<file path="config.mk">
export PLATFORM = sky130hd
export DESIGN_NAME = ctl_ring_sequencer
export DESIGN_NICKNAME = d
export VERILOG_FILES = /design/src/rtl/ctl_seq_pkg.sv /design/src/rtl/ctl_timing_ring.sv /design/src/rtl/ctl_word_decode.sv /design/src/rtl/ctl_drive_stage.sv /design/src/rtl/ctl_ring_sequencer.sv
export SDC_FILE = /design/constraint.sdc
export NUM_CORES = 1
export LEC_CHECK = 0
export ABC_CLOCK_PERIOD_IN_PS = 3400
export BUFFER_PORTS_ARGS = -buffer_cell sky130_fd_sc_hd__buf_2
export CAP_MARGIN = 0
export CORE_MARGIN = 5
export CORE_UTILIZATION = 30
export DETAILED_ROUTE_END_ITERATION = 16
export GPL_TIMING_DRIVEN = 0
export HOLD_SLACK_MARGIN = 0.03
export PLACE_DENSITY_LB_ADDON = 0.12
export SLEW_MARGIN = 30
export SYNTH_ARGS = -nofsm -noshare
export SYNTH_HDL_FRONTEND = slang
export SYNTH_SLANG_ARGS = --single-unit
</file>
<file path="constraint.sdc">
create_clock -name clk -period 3.4 [get_ports clk]
set_input_delay 0.17 -clock clk [delete_from_list [all_inputs] [get_ports clk]]
set_output_delay 0.17 -clock clk [all_outputs]
set_load 0.02 [all_outputs]
</file>
<file path="src/rtl/ctl_seq_pkg.sv">
package ctl_seq_pkg;

  localparam int OPC_W     = 4;
  localparam int T_STATES  = 6;
  localparam int FETCH_LEN = 3;
  localparam int EXEC_LEN  = T_STATES - FETCH_LEN;
  localparam int STOP_IDX  = FETCH_LEN;   // first execute state

  localparam logic [OPC_W-1:0] OPC_LOAD = 4'b0000;
  localparam logic [OPC_W-1:0] OPC_ADD  = 4'b0001;
  localparam logic [OPC_W-1:0] OPC_SUB  = 4'b0010;
  localparam logic [OPC_W-1:0] OPC_SHOW = 4'b1110;
  localparam logic [OPC_W-1:0] OPC_STOP = 4'b1111;

  // Internal control word, every field active high.
  typedef struct packed {
    logic pc_inc;
    logic pc_drive;
    logic mar_ld;
    logic mem_drive;
    logic ir_ld;
    logic ir_drive;
    logic acc_ld;
    logic acc_drive;
    logic alu_sub;
    logic alu_drive;
    logic b_ld;
    logic out_ld;
    logic halt;
  } ctl_word_t;

  localparam int CW_W = $bits(ctl_word_t);

  localparam ctl_word_t CW_IDLE = '0;

  // Pin polarity: 1 marks a line that is driven active low.
  localparam ctl_word_t CW_ACT_LOW = '{
    pc_inc:    1'b0,
    pc_drive:  1'b0,
    mar_ld:    1'b1,
    mem_drive: 1'b1,
    ir_ld:     1'b1,
    ir_drive:  1'b1,
    acc_ld:    1'b1,
    acc_drive: 1'b0,
    alu_sub:   1'b0,
    alu_drive: 1'b0,
    b_ld:      1'b1,
    out_ld:    1'b1,
    halt:      1'b1
  };

endpackage

</file>
<file path="src/rtl/ctl_timing_ring.sv">
module ctl_timing_ring #(
  parameter int LEN = 6
) (
  input  logic           clk,
  input  logic           rst,
  input  logic           stop_req,
  output logic [LEN-1:0] ring,
  output logic           frozen
);

  localparam logic [LEN-1:0] RING_INIT = LEN'(1);

  logic advance;
  assign advance = !(stop_req || frozen);

  always_ff @(posedge clk) begin
    if (rst) begin
      ring   <= RING_INIT;
      frozen <= 1'b0;
    end else begin
      if (stop_req) begin
        frozen <= 1'b1;
      end
      if (advance) begin
        ring <= {ring[LEN-2:0], ring[LEN-1]};
      end
    end
  end

endmodule

</file>
<file path="src/rtl/ctl_word_decode.sv">
module ctl_word_decode
  import ctl_seq_pkg::*;
(
  input  logic [T_STATES-1:0] ring,
  input  logic [OPC_W-1:0]    opcode,
  input  logic                frozen,
  output ctl_word_t           word,
  output logic                stop_req
);

  function automatic ctl_word_t fetch_word(input int step);
    ctl_word_t w;
    w = CW_IDLE;
    case (step)
      0: begin
        w.pc_drive = 1'b1;
        w.mar_ld   = 1'b1;
      end
      1: w.pc_inc = 1'b1;
      2: begin
        w.mem_drive = 1'b1;
        w.ir_ld     = 1'b1;
      end
      default: w = CW_IDLE;
    endcase
    return w;
  endfunction

  function automatic ctl_word_t exec_word(input logic [OPC_W-1:0] op, input int step);
    ctl_word_t w;
    w = CW_IDLE;
    case (op)
      OPC_LOAD: begin
        if (step == 0) begin
          w.ir_drive = 1'b1;
          w.mar_ld   = 1'b1;
        end else if (step == 1) begin
          w.mem_drive = 1'b1;
          w.acc_ld    = 1'b1;
        end
      end
      OPC_ADD, OPC_SUB: begin
        if (step == 0) begin
          w.ir_drive = 1'b1;
          w.mar_ld   = 1'b1;
        end else if (step == 1) begin
          w.mem_drive = 1'b1;
          w.b_ld      = 1'b1;
        end else if (step == 2) begin
          w.alu_drive = 1'b1;
          w.acc_ld    = 1'b1;
          w.alu_sub   = (op == OPC_SUB);
        end
      end
      OPC_SHOW: begin
        if (step == 0) begin
          w.acc_drive = 1'b1;
          w.out_ld    = 1'b1;
        end
      end
      OPC_STOP: begin
        if (step == 0) begin
          w.halt = 1'b1;
        end
      end
      default: w = CW_IDLE;
    endcase
    return w;
  endfunction

  always_comb begin
    word     = CW_IDLE;
    stop_req = 1'b0;
    if (frozen) begin
      word.halt = 1'b1;
    end else begin
      for (int i = 0; i < T_STATES; i++) begin
        if (ring[i]) begin
          word = (i < FETCH_LEN) ? fetch_word(i) : exec_word(opcode, i - FETCH_LEN);
        end
      end
      stop_req = ring[STOP_IDX] && (opcode == OPC_STOP);
    end
  end

endmodule

</file>
<file path="src/rtl/ctl_drive_stage.sv">
module ctl_drive_stage #(
  parameter int           W        = 13,
  parameter logic [W-1:0] LOW_MASK = '0
) (
  input  logic         rst,
  input  logic [W-1:0] act,
  output logic [W-1:0] pins
);

  genvar gi;
  generate
    for (gi = 0; gi < W; gi++) begin : g_line
      if (LOW_MASK[gi]) begin : g_low
        assign pins[gi] = ~(act[gi] & ~rst);
      end else begin : g_high
        assign pins[gi] = act[gi] & ~rst;
      end
    end
  endgenerate

endmodule

</file>
<file path="src/rtl/ctl_ring_sequencer.sv">
module ctl_ring_sequencer
  import ctl_seq_pkg::*;
(
  input  logic                clk,
  input  logic                rst,
  input  logic [OPC_W-1:0]    opcode,
  output logic [T_STATES-1:0] t_state,
  output logic                pc_inc,
  output logic                pc_drive,
  output logic                mar_load_n,
  output logic                mem_drive_n,
  output logic                ir_load_n,
  output logic                ir_drive_n,
  output logic                acc_load_n,
  output logic                acc_drive,
  output logic                alu_sub,
  output logic                alu_drive,
  output logic                breg_load_n,
  output logic                outreg_load_n,
  output logic                halt_n
);

  logic      stop_req;
  logic      frozen;
  ctl_word_t word;
  ctl_word_t pin_w;
  logic [CW_W-1:0] pin_bits;

  ctl_timing_ring #(
    .LEN (T_STATES)
  ) u_ring (
    .clk      (clk),
    .rst      (rst),
    .stop_req (stop_req),
    .ring     (t_state),
    .frozen   (frozen)
  );

  ctl_word_decode u_decode (
    .ring     (t_state),
    .opcode   (opcode),
    .frozen   (frozen),
    .word     (word),
    .stop_req (stop_req)
  );

  ctl_drive_stage #(
    .W        (CW_W),
    .LOW_MASK (CW_ACT_LOW)
  ) u_drive (
    .rst  (rst),
    .act  (word),
    .pins (pin_bits)
  );

  assign pin_w = ctl_word_t'(pin_bits);

  assign pc_inc        = pin_w.pc_inc;
  assign pc_drive      = pin_w.pc_drive;
  assign mar_load_n    = pin_w.mar_ld;
  assign mem_drive_n   = pin_w.mem_drive;
  assign ir_load_n     = pin_w.ir_ld;
  assign ir_drive_n    = pin_w.ir_drive;
  assign acc_load_n    = pin_w.acc_ld;
  assign acc_drive     = pin_w.acc_drive;
  assign alu_sub       = pin_w.alu_sub;
  assign alu_drive     = pin_w.alu_drive;
  assign breg_load_n   = pin_w.b_ld;
  assign outreg_load_n = pin_w.out_ld;
  assign halt_n        = pin_w.halt;

endmodule

</file>
Yosys cells after proc, flatten, opt, wreduce, memory -nomap -nowiden
Cells that the tools add are included.
{"block": "op_classes", "n_eq_ne": 4, "n_mux": 15, "bitwise": 22, "div": 0, "n_reduce_logical": 5, "n_addsub": 0, "mul": 0, "shift": 0, "magnitude_cmp": 0}
{"operator": "13-bit 2-to-1 mux", "count": 5}
{"operator": "12-bit 2-to-1 mux", "count": 2}
{"operator": "1-bit bitwise AND", "count": 13}
{"operator": "1-bit NOT", "count": 9}
{"operator": "4-bit == test (second input constant)", "count": 2}
{"operator": "1-bit 2-to-1 mux", "count": 7}
{"operator": "4-bit by 1-bit == test with 1-bit output (second input constant)", "count": 1}
{"operator": "4-bit by 2-bit == test with 1-bit output (second input constant)", "count": 1}
{"operator": "4-bit zero test", "count": 1}
{"operator": "3-bit OR reduction", "count": 1}
{"operator": "2-bit 2-to-1 mux", "count": 1}
{"operator": "2-bit OR reduction", "count": 1}
{"operator": "1-bit logical AND", "count": 1}
{"operator": "1-bit logical OR", "count": 1}
{"block": "word_totals", "elab_cells": 48, "romBits": 0, "memories": 0, "out_inout_bits": 19, "reg_bits": 7, "latchBits": 0, "ram_bits": 0}

Longest topological paths before layout
{"block": "depth", "word_depth": 9, "mapped_depth": 5}

Modules after synthesis
Synthesis repeated with hierarchy kept, for this count alone.
{"block": "unflattened", "hier_cells": 65, "hier_area_um2": 530.5}
{"mod": "ctl_timing_ring", "instances": 1, "area_per_inst_um2": 255.2, "seq_area_each_um2": 140.1, "cells_each": 24}
{"mod": "ctl_word_decode", "instances": 1, "area_per_inst_um2": 181.4, "seq_area_each_um2": 0.0, "cells_each": 27}
{"mod": "ctl_drive_stage", "instances": 1, "area_per_inst_um2": 93.8, "seq_area_each_um2": 0.0, "cells_each": 14}

Worst setup path before layout
No wires, ideal clock.
{"block": "synth_timing", "path_type": "reg-to-output", "startpoint": "register u_ring.ring[4]", "endpoint": "output port pc_inc", "t_required_ns": 3.230, "t_arrival_ns": 1.736, "path_stages_with_launch": 3, "path_slack_ns": 1.494, "cell_sequence": "dfxtp_1 -> or4_4 -> nor4b_1"}
{"block": "synth_between", "elab_chain_len": 4}
{"item": "start: declaration", "line": "ctl_timing_ring.sv:7", "text": "output logic [LEN-1:0] ring,"}
{"item": "start signal: assignment", "line": "ctl_timing_ring.sv:25", "text": "ring <= {ring[LEN-2:0], ring[LEN-1]};"}
{"item": "13-bit 2-to-1 mux (2 in series)", "line": "ctl_word_decode.sv:78", "text": "if (ring[i]) begin"}
{"item": "12-bit 2-to-1 mux", "line": "ctl_word_decode.sv:74", "text": "if (frozen) begin"}
{"item": "1-bit bitwise AND", "line": "ctl_drive_stage.sv:16", "text": "assign pins[gi] = act[gi] & ~rst;"}
{"item": "end: declaration", "line": "ctl_ring_sequencer.sv:8", "text": "output logic pc_inc,"}
No other way between the ends.

Worst setup path after layout
{"block": "layout_timing", "startpoint": "register u_ring.ring[4]", "endpoint": "output port mar_load_n"}
{"block": "layout_between", "elab_chain_len": 5}
{"item": "13-bit 2-to-1 mux (2 in series)", "line": "ctl_word_decode.sv:78"}
{"item": "12-bit 2-to-1 mux", "line": "ctl_word_decode.sv:74"}
{"item": "1-bit bitwise AND", "line": "ctl_drive_stage.sv:14", "text": "assign pins[gi] = ~(act[gi] & ~rst);"}
{"item": "1-bit NOT", "line": "ctl_drive_stage.sv:14"}
{"item": "end: declaration", "line": "ctl_ring_sequencer.sv:10", "text": "output logic mar_load_n,"}
No other way between the ends.

==> reports/metrics.yaml <==
routing:
  postRouteAntennaNets: 0
  drtIter0Drc: 12
  wl_per_cell_microns: 12.31
  totalWireLength_microns: 1490
  viasPerCell: 4.934
  drc: 0
  drt_pass1_iterations: 3
  num_vias: 597
timing:
  rsz0062_at_grt: "false"
  finalSetupTns_ns: 0
  fmax_mhz: 528.1
  hold_viol: 0
  fin_crit_ns: 1.894
  period_share_pct: 55.69
  worst_pin_slew_ns: 0.4350
  skew_ns: 0.003988
  relSlewSlack_pct: 70.74
  maxSlewViolCount: 0
  setup_violations: 0
global_route:
  grt_use_met2_pct: 17.36
  grt_pass1_vias: 537
  grt.busiest_layer: "met2"
  gr-total-overflow: 0
  met1_usage_pct: 16.72
  gr-usage-all-layers_pct: 12.25
  use_met3_pct: 5.698
  antenna_found_initial: 0
  grt_pass1_wl_microns: 2497
  grt_max_degree: 11
clocking:
  post_cts_buffers: 0
  hold_buffers: 0
  htreeDepth: 1
  cts.path.max_buffers: 2
  path_clk_slew_ns: 0.05
  clkSinkCount: 7
  clk_latency_ns: 0.26
  cts.repair.resized: 0
  clockRootBuffer: "clkbuf_4"
  cts_made_buffers: 3
  tritoncts: "built"
die:
  die_y_microns: 52.60
  die_area_sq_mm: 0.002766
  row_count: 15
  start_util_pct: 31.52
  fp.dieW_microns: 52.60
  core_area_sq_mm: 0.001727
  io_pins: 25
setup_path:
  crit_start: "u_ring.ring[4]"
  crit_slowest_cell: "or4_4"
  cp-end-kind: "output pin"
  path_max_fanout: 7
  cp.required_ns: 3.23
  worstPathCellList: "or4_4 -> nor4_4 -> a31oi_1 -> buf_2"
  slowest_delay_ns: 0.59
  cp_top_family: "simple AND/OR/NAND/NOR gates"
  crit_type: "flip-flop to output pin"
  timing.critical_path.buf_inv: 1
  critPathArrivalTime_ns: 1.72
  start_kind: "flip-flop"
  rr_startpoint: "u_ring.ring[3]"
placed_design:
  io_buffers: 24
  dp.cells: 117
  dpl-instance-area_sq_um: 695.7
  gp_congestion: 0.7661
  dp_hpwl_microns: 1153
logic_synthesis:
  ys_types: 33
  yosysTopAreaCell: "dfxtp_1"
  ys_seq_area_share_pct: 25.75
  syn_nets: 74
  synth_area_per_cell_sq_um: 8.004
  synth.cell_area_sq_um: 544.3
  syn_inst: 68
  synth_top_area_share_pct: 25.75
  synth.top_cells.by_area: "dfxtp_1 26%, o311ai_0 4.8%, o31a_1 4.8%"
  yosysWarnings: 0
  synth_seq_cells: 7
job:
  maxCapViolCount: 0
worst_hold_path:
  hold_path.startpoint: "rst"
  hold_class: "primary input to flip-flop"
final_layout:
  final_nets: 103
  seqCellArea_sq_um: 140.1
  fin_cells: 121
  drive_gt1_share_pct: 37.50
  synthToLayoutAreaGrowth_pct: 32.64
  final_cell_area_sq_um: 721.9
  utilization_pct: 41.81
  fillers: 195
  multi_input_area_sq_um: 362.8
  n_antenna_cell: 0
  layout_commonest_cell: "buf_2"
  layout_common_cells: "27 x buf_2, 7 x dfxtp_1, 6 x nand2_1"
run_status:
  status: "finished clean"
power_and_ir_drop:
  peakVddDrop_mv: 0.1974
  p_per_area_mw_per_mm2: 350.4
  p_leak_nw: 0.3074
## tightest hold or removal path, delay by kind of cell
family	cells	cell delay [ns]
and+or+nand+nor	1	0.16
AOI/OAI and AO/OA	2	0.17
buffers and inverters	1	0.13
## report_power, final
part | switching, W | internal (W)
Combinational | 0.0000449 | 0.0000293
Clock | 0.0000339 | 0.0000450
Sequential | 0.0000108 | 0.0000890
## cell usage after synthesis (all sizes together)
library cell,number
dfxtp,7
nand2,6
nor2,5
buf,4
nand2b,4
inv,3
nand3b,3
nand4,3
nor3,3
o311ai,3
o31a,3
a21oi,2
and3,2
nor4,2
o221a,2
a211o,1
a211oi,1
a21o,1
a22oi,1
a31oi,1
and2,1
and4,1
clkbuf,1
nand3,1
nor2b,1
nor4b,1
o211ai,1
or2b,1
or3,1
or4,1
xor2,1
## final timing paths
path / end / slack [ns] / cells past startpoint
setup / recovery: mar_load_n / 1.51 / 4
hold / removal: u_ring.ring[5] / 0.40 / 4
hold reg to reg: u_ring.ring[0] / 0.55 / 1
setup reg to reg: u_ring.ring[0] / 2.03 / 5
## final cells by class
class | count | area share (%)
Inverter | 3 | 1.560
Tap cell | 25 | 4.333
Multi-Input combinational cell | 53 | 50.26
Timing Repair Buffer | 24 | 16.64
Buffer | 5 | 4.159
Sequential cell | 7 | 19.41
Clock buffer | 4 | 3.640
## kinds of logic (layout without fill, tap and decap cells)
logic type / Yosys count / count (layout) / share of synthesized area (%)
buffers and inverters: 8 / 36 / 7.584
AOI/OAI and AO/OA: 16 / 16 / 23.91
and+or+nand+nor: 36 / 36 / 41.15
xor gates and xnor gates: 1 / 1 / 1.609
DFF: 7 / 7 / 25.75
## per-stage QoR
stage                     hold WS [ns]  power [W]  setup slack (ns)
after floorplan                 0.4632  0.0001506             1.494
after global placement          0.5289  0.0001764             1.775
after detailed placement        0.5291  0.0001761             1.783
after CTS                       0.3862  0.0002575             1.493
after global routing            0.4302  0.0002712             1.424
final                           0.3970  0.0002530             1.506
## routing by layer
layer | wire, microns | vias up
li1 | - | 315
met1 | 726 | 265
met2 | 638 | 15
met3 | 113 | 2
met4 | 12 | 0
met5 | 0 | -
## flip-flops by register name (all words and copies together) (netlist names)
register / count
u_ring.ring: 6
u_ring.frozen: 1
No activity file was read; power rests on OpenSTA's default activity.
